**src/rtl/cal_pkg.sv**
```systemverilog
package cal_pkg;

  localparam int REG_COUNT = 8;
  localparam int REG_W     = 8;

  localparam int IDX_SEC  = 0;
  localparam int IDX_MIN  = 1;
  localparam int IDX_HOUR = 2;
  localparam int IDX_DOW  = 3;
  localparam int IDX_DATE = 4;
  localparam int IDX_MON  = 5;
  localparam int IDX_YEAR = 6;
  localparam int IDX_CTRL = 7;

  typedef struct packed {
    logic                 advance;
    logic [REG_COUNT-1:0] wrSel;
  } calStrobes_t;

  // bits a write may leave set in each register
  function automatic logic [REG_W-1:0] keepMask(input int idx, input logic [REG_W-1:0] ctrlKeep);
    case (idx)
      IDX_SEC:  keepMask = 8'hFF;
      IDX_MIN:  keepMask = 8'h7F;
      IDX_HOUR: keepMask = 8'h7F;
      IDX_DOW:  keepMask = 8'h07;
      IDX_DATE: keepMask = 8'h3F;
      IDX_MON:  keepMask = 8'h1F;
      IDX_YEAR: keepMask = 8'hFF;
      default:  keepMask = ctrlKeep;
    endcase
  endfunction

  function automatic logic [REG_W-1:0] resetValue(input int idx);
    case (idx)
      IDX_DOW, IDX_DATE, IDX_MON: resetValue = 8'h01;
      default:                    resetValue = 8'h00;
    endcase
  endfunction

  // two-digit BCD increment, units 9 carry into tens
  function automatic logic [7:0] bcdInc(input logic [7:0] v);
    if (v[3:0] >= 4'd9) bcdInc = {v[7:4] + 4'd1, 4'h0};
    else                bcdInc = {v[7:4], v[3:0] + 4'd1};
  endfunction

endpackage

```
**src/rtl/cal_month_len.sv**
```systemverilog
module cal_month_len (
  input  logic [4:0] monthBcd,
  input  logic [7:0] yearBcd,
  output logic [5:0] lastDay
);
  logic leapYear;

  // divisible by four: even tens with units 0/4/8, odd tens with units 2/6
  always_comb begin
    if (yearBcd[4] == 1'b0)
      leapYear = (yearBcd[3:0] == 4'd0) || (yearBcd[3:0] == 4'd4) || (yearBcd[3:0] == 4'd8);
    else
      leapYear = (yearBcd[3:0] == 4'd2) || (yearBcd[3:0] == 4'd6);
  end

  always_comb begin
    case (monthBcd)
      5'h02:                      lastDay = leapYear ? 6'h29 : 6'h28;
      5'h04, 5'h06, 5'h09, 5'h11: lastDay = 6'h30;
      default:                    lastDay = 6'h31;
    endcase
  end

  // February never reports more than 29 days
  always_comb begin
    if (monthBcd == 5'h02) a_r9_feb_len : assert (lastDay != 6'h30 && lastDay != 6'h31);
  end

endmodule

```
**src/rtl/cal_ctrl.sv**
```systemverilog
module cal_ctrl
  import cal_pkg::*;
#(
  parameter int REGS   = REG_COUNT,
  localparam int ADDR_W = $clog2(REGS)
) (
  input  logic              tickIn,
  input  logic              wrEn,
  input  logic [ADDR_W-1:0] wrAddr,
  input  logic              haltNow,
  output calStrobes_t       strobes
);
  logic [REGS-1:0] sel;

  for (genvar i = 0; i < REGS; i++) begin : gDecode
    assign sel[i] = wrEn && (wrAddr == ADDR_W'(i));
  end

  always_comb begin
    strobes.wrSel   = sel;
    // a seconds write owns the cycle; a halted clock ignores the tick
    strobes.advance = tickIn && !haltNow && !sel[IDX_SEC];
  end

endmodule

```
**src/rtl/cal_datapath.sv**
```systemverilog
module cal_datapath
  import cal_pkg::*;
#(
  parameter logic [REG_W-1:0] CTRL_KEEP = 8'h93
) (
  input  logic                         clk,
  input  logic                         rstN,
  input  calStrobes_t                  strobes,
  input  logic [REG_W-1:0]             wrData,
  output logic                         haltNow,
  output logic [REG_COUNT*REG_W-1:0]   regsOut
);
  logic [REG_COUNT-1:0][REG_W-1:0] regs;
  logic [REG_W-1:0]                advVal [REG_COUNT];
  logic [REG_COUNT-1:0]            incVec;

  logic       secWrap, minWrap, hourCarry, dateWrap, monWrap;
  logic [7:0] hourNext;
  logic [7:0] hourVal;
  logic [5:0] lastDay;

  cal_month_len uMonthLen (
    .monthBcd (regs[IDX_MON][4:0]),
    .yearBcd  (regs[IDX_YEAR]),
    .lastDay  (lastDay)
  );

  // hours: 12-hour field is bits 4:0, 24-hour field is bits 5:0
  always_comb begin
    hourCarry = 1'b0;
    if (regs[IDX_HOUR][6]) begin
      hourVal = {3'b000, regs[IDX_HOUR][4:0]};
      if (hourVal == 8'h11) begin
        hourNext  = {2'b01, ~regs[IDX_HOUR][5], 5'h12};
        hourCarry = regs[IDX_HOUR][5];
      end else if (hourVal == 8'h12) begin
        hourNext = {2'b01, regs[IDX_HOUR][5], 5'h01};
      end else begin
        hourNext = {2'b01, regs[IDX_HOUR][5], bcdInc(hourVal)[4:0]};
      end
    end else begin
      hourVal = {2'b00, regs[IDX_HOUR][5:0]};
      if (hourVal == 8'h23) begin
        hourNext  = 8'h00;
        hourCarry = 1'b1;
      end else begin
        hourNext = {2'b00, bcdInc(hourVal)[5:0]};
      end
    end
  end

  always_comb begin
    secWrap  = (regs[IDX_SEC][6:0] == 7'h59);
    minWrap  = (regs[IDX_MIN][6:0] == 7'h59);
    dateWrap = (regs[IDX_DATE][5:0] == lastDay);
    monWrap  = (regs[IDX_MON][4:0] == 5'h12);

    incVec[IDX_SEC]  = strobes.advance;
    incVec[IDX_MIN]  = incVec[IDX_SEC] && secWrap;
    incVec[IDX_HOUR] = incVec[IDX_MIN] && minWrap;
    incVec[IDX_DOW]  = incVec[IDX_HOUR] && hourCarry;
    incVec[IDX_DATE] = incVec[IDX_DOW];
    incVec[IDX_MON]  = incVec[IDX_DATE] && dateWrap;
    incVec[IDX_YEAR] = incVec[IDX_MON] && monWrap;
    incVec[IDX_CTRL] = 1'b0;

    advVal[IDX_SEC]  = secWrap ? 8'h00 : {1'b0, bcdInc({1'b0, regs[IDX_SEC][6:0]})[6:0]};
    advVal[IDX_MIN]  = minWrap ? 8'h00 : {1'b0, bcdInc({1'b0, regs[IDX_MIN][6:0]})[6:0]};
    advVal[IDX_HOUR] = hourNext;
    advVal[IDX_DOW]  = (regs[IDX_DOW][2:0] == 3'd7) ? 8'h01 : {5'b0, regs[IDX_DOW][2:0] + 3'd1};
    advVal[IDX_DATE] = dateWrap ? 8'h01 : {2'b00, bcdInc({2'b00, regs[IDX_DATE][5:0]})[5:0]};
    advVal[IDX_MON]  = monWrap ? 8'h01 : {3'b000, bcdInc({3'b000, regs[IDX_MON][4:0]})[4:0]};
    advVal[IDX_YEAR] = (regs[IDX_YEAR] == 8'h99) ? 8'h00 : bcdInc(regs[IDX_YEAR]);
    advVal[IDX_CTRL] = regs[IDX_CTRL];
  end

  // a write replaces whatever the advance would have put in that register
  always_ff @(posedge clk or negedge rstN) begin
    if (!rstN) begin
      for (int i = 0; i < REG_COUNT; i++) regs[i] <= resetValue(i);
    end else begin
      for (int i = 0; i < REG_COUNT; i++) begin
        if (strobes.wrSel[i])  regs[i] <= wrData & keepMask(i, CTRL_KEEP);
        else if (incVec[i])    regs[i] <= advVal[i];
      end
    end
  end

  assign haltNow = regs[IDX_SEC][7];

  for (genvar i = 0; i < REG_COUNT; i++) begin : gOut
    assign regsOut[i*REG_W +: REG_W] = regs[i];
  end

  // halted and untouched, nothing moves
  a_r10_halt_freeze : assert property (@(posedge clk) disable iff (!rstN)
    (regs[IDX_SEC][7] && strobes.wrSel == '0) |=> $stable(regs));

  // seconds wrap on an advance from 59
  a_r4_sec_wrap : assert property (@(posedge clk) disable iff (!rstN)
    (strobes.advance && regs[IDX_SEC][6:0] == 7'h59) |=> (regs[IDX_SEC] == 8'h00));

  // day of week stays in 1..7 unless rewritten
  a_r7_dow_range : assert property (@(posedge clk) disable iff (!rstN)
    (regs[IDX_DOW][2:0] != 3'd0 && !strobes.wrSel[IDX_DOW]) |=> (regs[IDX_DOW][2:0] != 3'd0));

  // an advance never sets the halt flag
  a_r10_advance_keeps_run : assert property (@(posedge clk) disable iff (!rstN)
    (strobes.advance && !strobes.wrSel[IDX_SEC]) |=> !regs[IDX_SEC][7]);

endmodule

```
**src/rtl/bcd_calendar_clock.sv**
```systemverilog
module bcd_calendar_clock
  import cal_pkg::*;
#(
  parameter int               DATA_W    = REG_W,
  parameter int               NUM_REGS  = REG_COUNT,
  parameter logic [REG_W-1:0] CTRL_KEEP = 8'h93,
  localparam int              ADDR_W    = $clog2(NUM_REGS)
) (
  input  logic                       clk,
  input  logic                       rstN,
  input  logic                       tickIn,
  input  logic                       wrEn,
  input  logic [ADDR_W-1:0]          wrAddr,
  input  logic [DATA_W-1:0]          wrData,
  output logic [NUM_REGS*DATA_W-1:0] regsOut
);
  calStrobes_t strobes;
  logic        haltNow;

  cal_ctrl #(.REGS(NUM_REGS)) uCtrl (
    .tickIn  (tickIn),
    .wrEn    (wrEn),
    .wrAddr  (wrAddr),
    .haltNow (haltNow),
    .strobes (strobes)
  );

  cal_datapath #(.CTRL_KEEP(CTRL_KEEP)) uData (
    .clk     (clk),
    .rstN    (rstN),
    .strobes (strobes),
    .wrData  (wrData),
    .haltNow (haltNow),
    .regsOut (regsOut)
  );

  // a seconds write wins over a tick in the same cycle
  a_r11_sec_write_wins : assert property (@(posedge clk) disable iff (!rstN)
    (wrEn && wrAddr == ADDR_W'(IDX_SEC)) |=> (regsOut[DATA_W-1:0] == $past(wrData)));

  // control bits outside the keep mask stay zero
  a_r3_ctrl_mask : assert property (@(posedge clk) disable iff (!rstN)
    ((regsOut[IDX_CTRL*DATA_W +: DATA_W] & ~CTRL_KEEP) == '0));

endmodule

```
**config.mk**
```make
export PLATFORM = sky130hd
export DESIGN_NAME = bcd_calendar_clock
export DESIGN_NICKNAME = d
export VERILOG_FILES = /design/src/rtl/cal_pkg.sv /design/src/rtl/cal_month_len.sv /design/src/rtl/cal_ctrl.sv /design/src/rtl/cal_datapath.sv /design/src/rtl/bcd_calendar_clock.sv
export SDC_FILE = /design/constraint.sdc
export NUM_CORES = 1
export LEC_CHECK = 0
export ABC_AREA = 1
export BUFFER_PORTS_ARGS = -buffer_cell sky130_fd_sc_hd__buf_2
export CORE_ASPECT_RATIO = 1.75
export CORE_MARGIN = 8
export CORE_UTILIZATION = 40
export DETAILED_ROUTE_END_ITERATION = 8
export GPL_TIMING_DRIVEN = 0
export SLEW_MARGIN = 20
export SYNTH_ARGS = -nofsm -noshare
export SYNTH_HDL_FRONTEND = slang
export SYNTH_SLANG_ARGS = --single-unit
```
**constraint.sdc**
```tcl
create_clock -name clk -period 1.7 [get_ports clk]
set_input_delay 0.17 -clock clk [delete_from_list [all_inputs] [get_ports clk]]
set_output_delay 0.17 -clock clk [all_outputs]
set_load 0.005 [all_outputs]
```
After elaboration in Yosys (flattened, before gate mapping)
Index checks and enable logic that the tools add are counted.
{"block": "totals", "register_bits": 64, "input_bits": 15, "output_inout_bits": 64, "elab_cells": 159}
{"block": "classes", "addsub": 14, "order_cmp": 6, "n_eq_ne": 27, "n_mux": 45, "n_bitwise": 9, "n_reduce_logical": 43}
{"operator": "$mux 8", "n": 26}
{"operator": "$and 8x8->8", "n": 8}
{"operator": "$add 4x1->4 const B", "n": 7}
{"operator": "$mux 7", "n": 4}
{"operator": "$ge 4x4->1 const B", "n": 6}
{"operator": "$mux 6", "n": 4}
{"operator": "$eq 5x5->1 const B", "n": 4}
{"operator": "$mux 5", "n": 4}
{"operator": "$eq 3x3->1 const B", "n": 5}
{"operator": "$logic_and 1x1->1", "n": 15}
{"operator": "$reduce_bool 3->1", "n": 5}
{"operator": "$eq 7x7->1 const B", "n": 2}
{"operator": "$reduce_bool 2->1", "n": 7}
{"operator": "$eq 5x3->1 const B", "n": 2}
{"operator": "$pmux 5 s2", "n": 1}
{"operator": "$reduce_and 2->1", "n": 5}
{"operator": "$add 3x1->3 const B", "n": 3}
{"operator": "$eq 4x3->1 const B", "n": 2}
{"operator": "$eq 8x8->1 const B", "n": 1}
{"operator": "$eq 3x2->1 const B", "n": 2}
{"operator": "$eq 6x6->1", "n": 1}
{"operator": "$eq 6x6->1 const B", "n": 1}
{"operator": "$reduce_and 3->1", "n": 2}
{"operator": "$eq 5x2->1 const B", "n": 1}
{"operator": "other kinds (17)", "n": 26}

Longest topological paths before layout
Gate-level depths: netlist (run 1).
{"block": "depth", "ltp_word": 11, "depth_mapped": 16}

Hierarchy
A second synthesis (run 1) with hierarchy kept.
{"block": "hier_totals", "hier_cells": 520, "area_unflattened_um2": 3702.3}
{"module": "cal_datapath", "n_inst": 1, "cells_per_inst": 472, "area_each_um2": 3473.3, "seq_area_each_um2": 1204.9}
{"module": "cal_month_len", "n_inst": 1, "cells_per_inst": 27, "area_each_um2": 146.4, "seq_area_each_um2": 0.0}
{"module": "cal_ctrl", "n_inst": 1, "cells_per_inst": 21, "area_each_um2": 82.6, "seq_area_each_um2": 0.0}

Least setup slack after synthesis (run 1)
OpenSTA, ideal clock, no wires.
{"block": "synth_timing", "path_kind": "register to register", "startpoint": "register uData.regs (netlist bit uData.regsOut[40])", "endpoint": "register uData.regs (netlist bit uData.regsOut[44])", "setup_time_ps": 117, "arrival_time_ps": 1752, "slack_ps": -170, "stages_incl_launch_ff": 13, "path_buffers": 0, "cell_sequence": "dfstp_2 > inv_1 > ha_1 > nand2_4 > nor2_4 > nand2_1 > nand3_1 > nor2_2 > nand2_2 > o21ai_4 > nand2_1 > nand2_1 > nand2_1"}
{"block": "synth_between", "elab_chain_len": 7, "word_cells_on_any_way": 17, "cone_classes": "order compare (1); eq/ne (7); mux (4); reduce/logical (5)"}
{"item": "start: declaration", "line": "cal_datapath.sv:13", "text": "logic [REG_COUNT-1:0][REG_W-1:0] regs;"}
{"item": "start signal: indexed assignment", "line": "cal_datapath.sv:83", "text": "if (strobes.wrSel[i]) regs[i] <= wrData & keepMask(i, CTRL_KEEP);"}
{"item": "start signal: indexed assignment", "line": "cal_datapath.sv:84", "text": "else if (incVec[i]) regs[i] <= advVal[i];"}
{"item": "$eq 5x3->1, or another cell as far along", "line": "cal_month_len.sv:17", "text": "case (monthBcd)"}
{"item": "$reduce_or 4->1", "line": "cal_month_len.sv:17"}
{"item": "$pmux 5 s2", "line": "cal_month_len.sv:17"}
{"item": "$eq 6x6->1", "line": "cal_datapath.sv:55", "text": "dateWrap = (regs[IDX_DATE][5:0] == lastDay);"}
{"item": "$logic_and 1x1->1", "line": "cal_datapath.sv:63", "text": "incVec[IDX_MON] = incVec[IDX_DATE] && dateWrap;"}
{"item": "$reduce_bool 2->1 (no source line)"}
{"item": "$reduce_and 2->1 (no source line)"}
Several ways; a longest one is shown, not always the timed one. The select of a mux whose other input is x is not followed.
A chain may end at the register's enable or synchronous reset.

Final worst setup path (run 1)
{"block": "layout_timing", "startpoint": "register uData.regs (netlist bit uData.regsOut[40])", "endpoint": "register uData.regs (netlist bit uData.regsOut[42])"}
{"block": "layout_between", "elab_chain_len": 6, "word_cells_on_any_way": 17, "cone_classes": "add/sub (1); order compare (1); eq/ne (7); mux (5); reduce/logical (3)"}
{"item": "$eq 5x3->1, or another cell as far along", "line": "cal_month_len.sv:17"}
{"item": "$reduce_or 4->1", "line": "cal_month_len.sv:17"}
{"item": "$pmux 5 s2", "line": "cal_month_len.sv:17"}
{"item": "$eq 6x6->1", "line": "cal_datapath.sv:55"}
{"item": "$logic_and 1x1->1", "line": "cal_datapath.sv:63"}
{"item": "$reduce_bool 2->1 (no source line)"}
Several ways; a longest one is shown, not always the timed one. The select of a mux whose other input is x is not followed.

==> metrics, run 1 <==
worst-path maximum fanout 6; skew final 4.93 ps; fin. max-slew vios 0; total gr overflow 0; Crit. End Element register; max-cap check violation count 0; worst skew pair latency 300 ps; Post-synth ARST share 1.00; GP Congestion 0.893; worst min-delay path class in -> reg; failing checks setup timing; GRT Total Usage 0.179; Final nets 632; outcome finished with violations; Syn Std Cell Area 3530 um^2; DP Worst Slack -406 ps; post-synthesis sequential area ratio 0.341; vias in the first global route 3,624; die width 87.0 um; starting density of the core 0.410; final hold violations 0; critical path startpoint category register; antenna-violating nets left 0; synth warn 0; final instance area 4970 um^2; post-route insts no fill 704; DRC 0; Worst EP required 1920 ps; worst vdd ir 0.905 mV; Synth Flop Type dfrtp_1; final critical-path setup slack -238 ps; CTS H-tree depth 2; First-pass DRT Iterations 5; Seq cells post-synth 48; Final setup viols 22; CTS tree yes; EDFF count, synth 0; Relative slew margins 0.520; FILL cells 802; total power 6890 uW; Area after DPL 4090 um^2; Mean Syn Cell Area 7.68 um^2; top-count cell post-synth nand2_1; Core Rows 45; RSZ-0062 raised after global routing yes; crit path DAT 2160 ps; clk sinks 48; global-route wire length before repair 17.5 mm; Die Area 12,200 um^2; Synth Instances 460; Final period util 1.14; IO Port Bufs 62; Die Y 140 um; Core Box Area 8610 um^2; layout cell share with drive strength beyond 1 0.416; I/O pin count 79; Yosys cell types 43; area leader, netlist dfrtp_1; via count 3,622; top-area cell type share of the netlist area 0.319; initial antenna violation count 0; actual slew at the worst max-slew pin 718 ps; r2r setup slk -240 ps; Period minus WS final 1940 ps; Synth area leaders dfrtp_1 32%, ha_1 11%, nand2_1 9.5%, inv_1 6.7%, nand3_1 4.4%; diode count 0; Setup Crit Path Kind reg -> reg; Post-DP HPWL 8.04 mm; PwrDens 1390 nW/um^2; dpl cells 654; Clk pin slew, worst setup/hold paths 70 ps; Via-to-Cell Ratio 5.14; DR iter-0 viols 218; most frequent cells after synthesis 89 x nand2_1, 63 x inv_1, 45 x dfrtp_1, 37 x nor2_1; final wirelength 11.2 mm; Root Driver clkbuf_16; Num CTS Buffers 5; drt wl/cell 15.9 um; largest net degree at the start of global routing 49; Max Root-Sink Buffers 2; Area Growth Syn to Fin 40.7%; Static Leak 0.00248 uW; FMAX 516 MHz
## cells by family (layout without fill, tap and decap cells)
| group | after synthesis | after routing | synth area share |
|---|---|---|---|
| compound gates | 85 | 85 | 0.147 |
| mux | 1 | 1 | 0.00319 |
| other cells | 1 | 16 | 0.00106 |
| xor+xnor | 12 | 12 | 0.0297 |
| buf+inv | 91 | 203 | 0.119 |
| simple gates | 191 | 191 | 0.249 |
| flops | 48 | 48 | 0.341 |
| fa+ha+maj | 31 | 31 | 0.110 |
## sequential cells by signal, indices dropped and copies added (netlist names)
name and cells:
uData.haltNow 1, uData.regsOut 47
## power by group
part / total (uW) / switching (uW) / internal (uW)
Combinational: 3720 / 2000 / 1720
Sequential: 2130 / 554 / 1570
Clock: 1040 / 459 / 582
Total: 6890 / 3010 / 3880
## worst paths after layout
path                                    from                 to  cells past startpoint
max in group asynchronous               rstN  uData.regsOut[20]                      2
max                        uData.regsOut[40]  uData.regsOut[42]                     12
min reg2reg                uData.regsOut[63]  uData.regsOut[63]                      1
max reg2reg                uData.regsOut[40]  uData.regsOut[42]                     12
min in group asynchronous               rstN  uData.regsOut[37]                      2
min                                wrData[1]  uData.regsOut[33]                      3
## routing by layer
layer | track usage | up-vias | wire length, um
li1 | - | 1746 | -
met1 | 0.172 | 1734 | 3920
met2 | 0.337 | 111 | 6170
met3 | 0.0428 | 31 | 684
met4 | 0.0922 | 0 | 440
met5 | 0 | - | 0
## timing repair
action,CTS,global route
hold endpoints to repair,45,0
pin swaps,14,33
setup endpoints to repair,35,37
resized for setup,50,73
buffers inserted,18,24
hold buffers,1,0
cloned,1,0
## layout make-up
cell class / instances / area (um^2) / share of cell area
Timing Repair Buffer: 105 / 668 / 0.134
Buffer: 21 / 159 / 0.0320
Clock inverter: 2 / 10.0 / 0.00201
Sequential cell: 48 / 1210 / 0.244
Clock buffer: 6 / 139 / 0.0279
Tap cell: 117 / 146 / 0.0295
Inverter: 69 / 267 / 0.0536
Multi-Input combinational cell: 336 / 2370 / 0.477
## per-stage QoR
stage | setup TNS, ps | hold WS [ps] | utilization
finish | -3850 | 118 | 0.577
CTS | -3650 | 118 | 0.527
global route | -6630 | 128 | 0.577
floorplan | -627 | -126 | -
detailed placement | -8700 | 254 | 0.475
global placement | -7510 | 418 | 0.475
## cell usage in the layout (no fill, tap or decap), types with 2 or more instances in the layout
| cell | count |
|---|---|
| o21ai_4 | 2 |
| conb_1 | 16 |
| nand3_1 | 17 |
| dfrtp_2 | 5 |
| buf_6 | 10 |
| dfrtp_1 | 40 |
| inv_4 | 3 |
| o21ai_0 | 14 |
| dfstp_2 | 3 |
| clkinv_2 | 2 |
| buf_4 | 52 |
| nand2_1 | 72 |
| clkbuf_16 | 5 |
| nor2_2 | 6 |
| o21ai_1 | 9 |
| nor2_4 | 12 |
| buf_2 | 62 |
| nor2_1 | 28 |
| a31oi_1 | 3 |
| o22ai_1 | 17 |
| o221ai_1 | 6 |
| nand4_1 | 7 |
| nor3_1 | 4 |
| ha_1 | 22 |
| inv_1 | 49 |
| xnor2_1 | 4 |
| ha_4 | 8 |
| a21oi_1 | 12 |
| a22oi_1 | 2 |
| nand3b_1 | 2 |
| clkinv_1 | 2 |
| xor2_1 | 8 |
| nand2_4 | 6 |
| o21ai_2 | 10 |
| inv_2 | 15 |
| nand3_2 | 17 |
| nand2_2 | 16 |
## worst max-delay path: stages (launching register included)
cell and delay, ps:
dfstp_2 610, inv_4 70, ha_4 170, nand4_1 70, nand2_1 70, nor2_2 130, nand3_2 80, nand2_2 100
nand2_4 90, o21ai_4 190, buf_6 170, nand2_2 50, o21ai_1 70
(Power assumes the default switching activity.)
==> run 2, diff against run 1 <==
PLACE_DENSITY = 0.72   (was default)
REMOVE_ABC_BUFFERS = 1   (was default)
==> run 2 against run 1 <==
Compared with the run above: critical endpoint is now uData.regsOut[50]; flip-flop and latch count did not move; utilization fell by 1.5 points; the run still ends with setup timing left; cell area fell by 2.5%; sequential share of layout area rose by 0.60 points; cell count fell by 3.4%; die area did not move; worst setup slack got worse by 27 ps.
==> metrics, run 2 (same netlist as run 1, synthesis figures left out) <==
outcome finished with violations (unchanged); failing checks setup timing (unchanged); GP Congestion 0.843 (was 0.893); Post-DP HPWL 7.62 mm (was 8.04 mm); antenna-violating nets left 0 (unchanged); Period minus WS final 1960 ps (was 1940 ps); crit path DAT 2140 ps (was 2160 ps); Crit. End Element register (unchanged); Critical R2R Capture uData.regsOut[50] (was uData.regsOut[42]); vias in the first global route 3,510 (was 3,624); PwrDens 1400 nW/um^2 (was 1390 nW/um^2); Core Rows 45 (unchanged); Num CTS Buffers 5 (unchanged); area occupied by multi-input gates 2360 um^2 (was 2370 um^2); max-cap check violation count 0 (unchanged); DRC 0 (unchanged); Core Box Area 8610 um^2 (unchanged); critical path startpoint category register (unchanged); max FFs per register 47 (unchanged); total gr overflow 0 (unchanged); drt wl/cell 16.3 um (was 15.9 um); IO Port Bufs 62 (unchanged); First-pass DRT Iterations 4 (was 5); Die Y 140 um (unchanged); CTS H-tree depth 2 (unchanged); Root Driver clkbuf_16 (unchanged); initial antenna violation count 0 (unchanged); worst skew pair latency 300 ps (about the same); clk sinks 48 (unchanged); fin. max-slew vios 0 (unchanged); starting density of the core 0.410 (unchanged); Area Growth Syn to Fin 37.1% (was 40.7%); I/O pin count 79 (unchanged); Die Area 12,200 um^2 (unchanged); reg2reg path depth 13 (was 12); Max Root-Sink Buffers 2 (unchanged); Worst EP required 1880 ps (was 1920 ps); die width 87.0 um (unchanged); final wirelength 11.1 mm (was 11.2 mm); worst vdd ir 0.561 mV (was 0.905 mV); Final TNS setup -4560 ps (was -3850 ps); skew final 11.5 ps (was 4.93 ps); layout cell share with drive strength beyond 1 0.385 (was 0.416); RSZ-0062 raised after global routing yes (unchanged); DR iter-0 viols 192 (was 218); r2r setup slk -260 ps (was -240 ps); diode count 0 (unchanged); most frequent cells in the layout 72 x nand2_1, 62 x buf_2, 48 x inv_1 (was 72 x nand2_1, 62 x buf_2, 52 x buf_4); final hold violations 0 (unchanged); Final nets 608 (was 632); Reg area 1210 um^2 (about the same); Setup crit start uData.regsOut[40] (unchanged); FMAX 509 MHz (was 516 MHz); post-route insts no fill 680 (was 704); Relative slew margins 0.525 (was 0.520); Setup Crit Path Kind reg -> reg (unchanged); GRT Total Usage 0.173 (was 0.179); worst-path maximum fanout 6 (unchanged); Via-to-Cell Ratio 5.26 (was 5.14); via count 3,579 (was 3,622); Clk pin slew, worst setup/hold paths 60 ps (was 70 ps); CTS tree yes (unchanged); Final setup viols 25 (was 22); Static Leak 0.00237 uW (was 0.00248 uW); most common cell after layout, fill and taps aside nand2_1 (unchanged); worst min-delay path class in -> reg (unchanged); actual slew at the worst max-slew pin 710 ps (was 718 ps); largest net degree at the start of global routing 20 (was 49); FILL cells 745 (was 802); Final period util 1.16 (was 1.14); final critical-path setup slack -265 ps (was -238 ps); global-route wire length before repair 16.9 mm (was 17.5 mm); dpl cells 634 (was 654); r2r startpoint uData.regsOut[40] (unchanged); Worst Setup EP uData.regsOut[50] (was uData.regsOut[42])
-- run 2: changes by cell type in the layout (fill, tap and decap cells not counted), sizes merged --
| cell | previous run | this run |
|---|---|---|
| buf | 124 | 101 |
| clkinv | 4 | 3 |
-- run 2: report_power, final --
part / switching, uW / total, uW / internal, uW / leakage, uW
clock network: 442 / 988 / 546 / 0.0000679
registers: 614 / 2180 / 1570 / 0.000583
logic: 1950 / 3610 / 1660 / 0.00172
total: 3000 / 6780 / 3780 / 0.00237
-- run 2: worst max-delay path: stages, from the launching register on --
cell and delay [ps]:
dfstp_2 590, inv_4 70, ha_4 170, nand4_1 100
nand2_1 70, nor2_2 130, nand2_1 70, nand2_1 70
nand2_2 70, nand4_1 140, nand2_4 110, buf_4 150
nand2_1 50, o21ai_1 60
-- run 2: metrics by stage --
stage               cell area (um^2)  hold WS (ps)  setup slack, ps  total power (uW)  utilization
finish                          4840           135             -265              6780        0.562
global route                    4840           135             -378              7320        0.562
CTS                             4360           130             -239              6030        0.506
detailed placement              3940           102             -475              4720        0.457
global placement                3880           422             -416              4610        0.451
floorplan                       3430          -126             -185              3740            -
-- run 2: area by class of cell --
class | count | share of cell area
timing repair buffer | 102 | 0.147
inverter | 69 | 0.0566
clock buffer | 7 | 0.0274
multi-input combinational | 336 | 0.488
sequential | 48 | 0.250
clock inverter | 1 | 0.00103
tap | 117 | 0.0302
-- run 2: layer usage --
| layer | wire length [um] | global-route usage |
|---|---|---|
| met1 | 3910 | 0.173 |
| met2 | 6030 | 0.316 |
| met3 | 585 | 0.0346 |
| met4 | 529 | 0.105 |
| met5 | 0 | 0 |
-- run 2: how the worst min path moves through the flow --
stage                          from                end  cells past startpoint
after CTS                 wrData[1]  uData.regsOut[33]                      3
after detailed placement       rstN  uData.regsOut[19]                      1
final                     wrData[1]  uData.regsOut[33]                      3
after floorplan                rstN      uData.haltNow                      0
after global placement    wrData[1]  uData.regsOut[33]                      3
after global routing      wrData[1]  uData.regsOut[33]                      3
-- run 2: repair_timing --
| item | 4_1_cts | 5_1_grt |
|---|---|---|
| gates resized for setup | 45 | 87 |
| hold buffers | 1 | 0 |
| pin swaps | 16 | 31 |
| gates cloned | 0 | 0 |
| setup endpoints to repair | 32 | 41 |
| hold endpoints to repair | 11 | 0 |
| buffers inserted | 19 | 18 |
==> run 3, diff against run 2 <==
BUFFER_PORTS_ARGS = -buffer_cell sky130_fd_sc_hd__buf_4   (was -buffer_cell sky130_fd_sc_hd__buf_2)
==> run 3 against run 2 <==
Compared with the run above: largest power group unchanged; first-iteration DRC count up 8.3%; sequential power about the same; the flow still finishes with violations (setup timing); fmax up 0.76%; clock power up 4%; clock skew down 7.1 ps; routed wire length down 3.2%; clock-buffer cell count up 1; total power down 1.6%.
==> metrics, run 3 (same netlist as run 1, synthesis figures left out) <==
Root Driver clkbuf_16 (unchanged); drt wl/cell 16.0 um (was 16.3 um); vias in the first global route 3,599 (was 3,510); Core Rows 45 (unchanged); failing checks setup timing (unchanged); FMAX 513 MHz (was 509 MHz); Post-DP HPWL 7.63 mm (was 7.62 mm); Die Y 140 um (unchanged); area occupied by multi-input gates 2210 um^2 (was 2360 um^2); skew final 4.35 ps (was 11.5 ps); I/O pin count 79 (unchanged); r2r startpoint uData.regsOut[40] (unchanged); via count 3,491 (was 3,579); max FFs per register 47 (unchanged); Reg area 1210 um^2 (about the same); Clk pin slew, worst setup/hold paths 70 ps (was 60 ps); Gate power share 0.520 (was 0.532); fin. max-slew vios 0 (unchanged); Static Leak 0.00230 uW (was 0.00237 uW); diode count 0 (unchanged); final instance area 4690 um^2 (was 4840 um^2); Via-to-Cell Ratio 5.22 (was 5.26); Sw Share 0.428 (was 0.443); Max Root-Sink Buffers 2 (unchanged); Setup Crit Path Kind reg -> reg (unchanged); Num CTS Buffers 5 (unchanged); IO Port Bufs 62 (unchanged); Crit. End Element register (unchanged); Hold Startpoint wrData[1] (unchanged); outcome finished with violations (unchanged); layout cell share with drive strength beyond 1 0.332 (was 0.385); clk sinks 48 (unchanged); DR iter-0 viols 208 (was 192); final critical-path setup slack -250 ps (was -265 ps); max-cap check violation count 0 (unchanged); CTS tree yes (unchanged); most frequent cells in the layout 82 x buf_4, 72 x nand2_1, 52 x inv_1 (was 72 x nand2_1, 62 x buf_2, 48 x inv_1); final hold violations 0 (unchanged); Core Box Area 8610 um^2 (unchanged); worst skew pair latency 290 ps (was 300 ps); DP Worst Slack -510 ps (was -475 ps); Reg power frac 0.326 (was 0.322); CTS H-tree depth 2 (unchanged); clock share of power 0.155 (was 0.146); global-route wire length before repair 16.6 mm (was 16.9 mm); most common cell after layout, fill and taps aside buf_4 (was nand2_1); post-route insts no fill 669 (was 680); Switch Pwr 2860 uW (was 3000 uW); FILL cells 796 (was 745); worst min-delay path class in -> reg (unchanged); largest net degree at the start of global routing 49 (was 20); Worst EP required 1930 ps (was 1880 ps); dpl cells 632 (was 634); critical path startpoint category register (unchanged); Area Growth Syn to Fin 32.9% (was 37.1%); final wirelength 10.7 mm (was 11.1 mm); die width 87.0 um (unchanged); RSZ-0062 raised after global routing yes (unchanged); Setup crit start uData.regsOut[40] (unchanged); cell-internal power 3820 uW (was 3780 uW); Final period util 1.15 (was 1.16); total gr overflow 0 (unchanged); Period minus WS final 1950 ps (was 1960 ps); Relative slew margins 0.569 (was 0.525); Area after DPL 4040 um^2 (was 3940 um^2); actual slew at the worst max-slew pin 646 ps (was 710 ps); GP Congestion 0.835 (was 0.843); GRT Total Usage 0.172 (was 0.173); Die Area 12,200 um^2 (unchanged); First-pass DRT Iterations 4 (unchanged); Final setup viols 30 (was 25); PwrDens 1420 nW/um^2 (was 1400 nW/um^2); crit path DAT 2180 ps (was 2140 ps); total power 6680 uW (was 6780 uW); worst vdd ir 0.554 mV (was 0.561 mV); antenna-violating nets left 0 (unchanged); worst-path maximum fanout 8 (was 6); initial antenna violation count 0 (unchanged); Final nets 597 (was 608); DRC 0 (unchanged); starting density of the core 0.410 (unchanged)
[run 3: cell count changes in the layout (fill, tap and decap cells not counted), moves of 3 or more]
cell      change
buf_2        -62
buf_4        +61
buf_6        -10
ha_1          +3
ha_4          -3
inv_1         +4
inv_2         -3
nand3_1      +10
nand3_2      -10
nor2_2        +4
nor2_4        -3
o221ai_1      +3
[run 3: worst paths after layout]
check | slack (ps) | end | cells after the start
setup / recovery | -250 | uData.regsOut[53] | 11
hold / removal | 110 | uData.regsOut[33] | 3
setup reg to reg | -250 | uData.regsOut[53] | 11
hold reg to reg | 520 | uData.regsOut[63] | 1
max in group asynchronous | 780 | uData.regsOut[41] | 2
min in group asynchronous | 440 | uData.regsOut[20] | 2
[run 3: worst max-delay path, cell delays in order (launching register included)]
cell and delay, ps:
dfstp_2 600, inv_4 70, ha_4 170, nand2_4 90, nor2_4 50, xor2_1 160
nor2_2 180, nand4_1 160, nand2_4 140, buf_12 140, nand3_2 60, nand2_1 70
[run 3: repair_timing]
action,4_1_cts,5_1_grt
pin swaps,19,24
endpoints found under the hold margin,45,0
setup endpoints to repair,33,37
buffers inserted,20,9
cloned,1,0
resized for setup,44,47
hold buffers,1,0
[run 3: stage by stage]
| stage | utilization | hold slack [ps] | setup TNS (ps) |
|---|---|---|---|
| 3_5_place_dp | 0.469 | 239 | -9130 |
| 6_report | 0.545 | 114 | -4260 |
| 5_1_grt | 0.545 | 125 | -8460 |
| 3_3_place_gp | 0.469 | 229 | -7280 |
| 2_1_floorplan | - | -126 | -1670 |
| 4_1_cts | 0.522 | 114 | -3950 |
[run 3: area by class of cell]
cell class,count,share of cell area
Multi-Input combinational cell,337,0.471
Inverter,69,0.0573
Timing Repair Buffer,90,0.152
Clock buffer,8,0.0312
Tap cell,117,0.0312
Sequential cell,48,0.257
[run 3: power by group through the flow]
stage / combinational, uW / sequential [uW] / clock [uW]
finish: 3470 / 2170 / 1030
global route: 3870 / 2230 / 1080
CTS: 3150 / 2140 / 1040
detailed placement: 2800 / 2160 / 0
global placement: 2720 / 2140 / 0
floorplan: 1680 / 2060 / 0
[run 3: metal layers]
layer | share of wire | vias up | routed length [um] | track usage
met2 | 0.55 | 111 | 5870 | 0.313
met3 | 0.053 | 32 | 571 | 0.0316
met4 | 0.044 | 0 | 473 | 0.118
met1 | 0.35 | 1675 | 3770 | 0.167
li1 | - | 1673 | - | -
met5 | 0 | - | 0 | 0
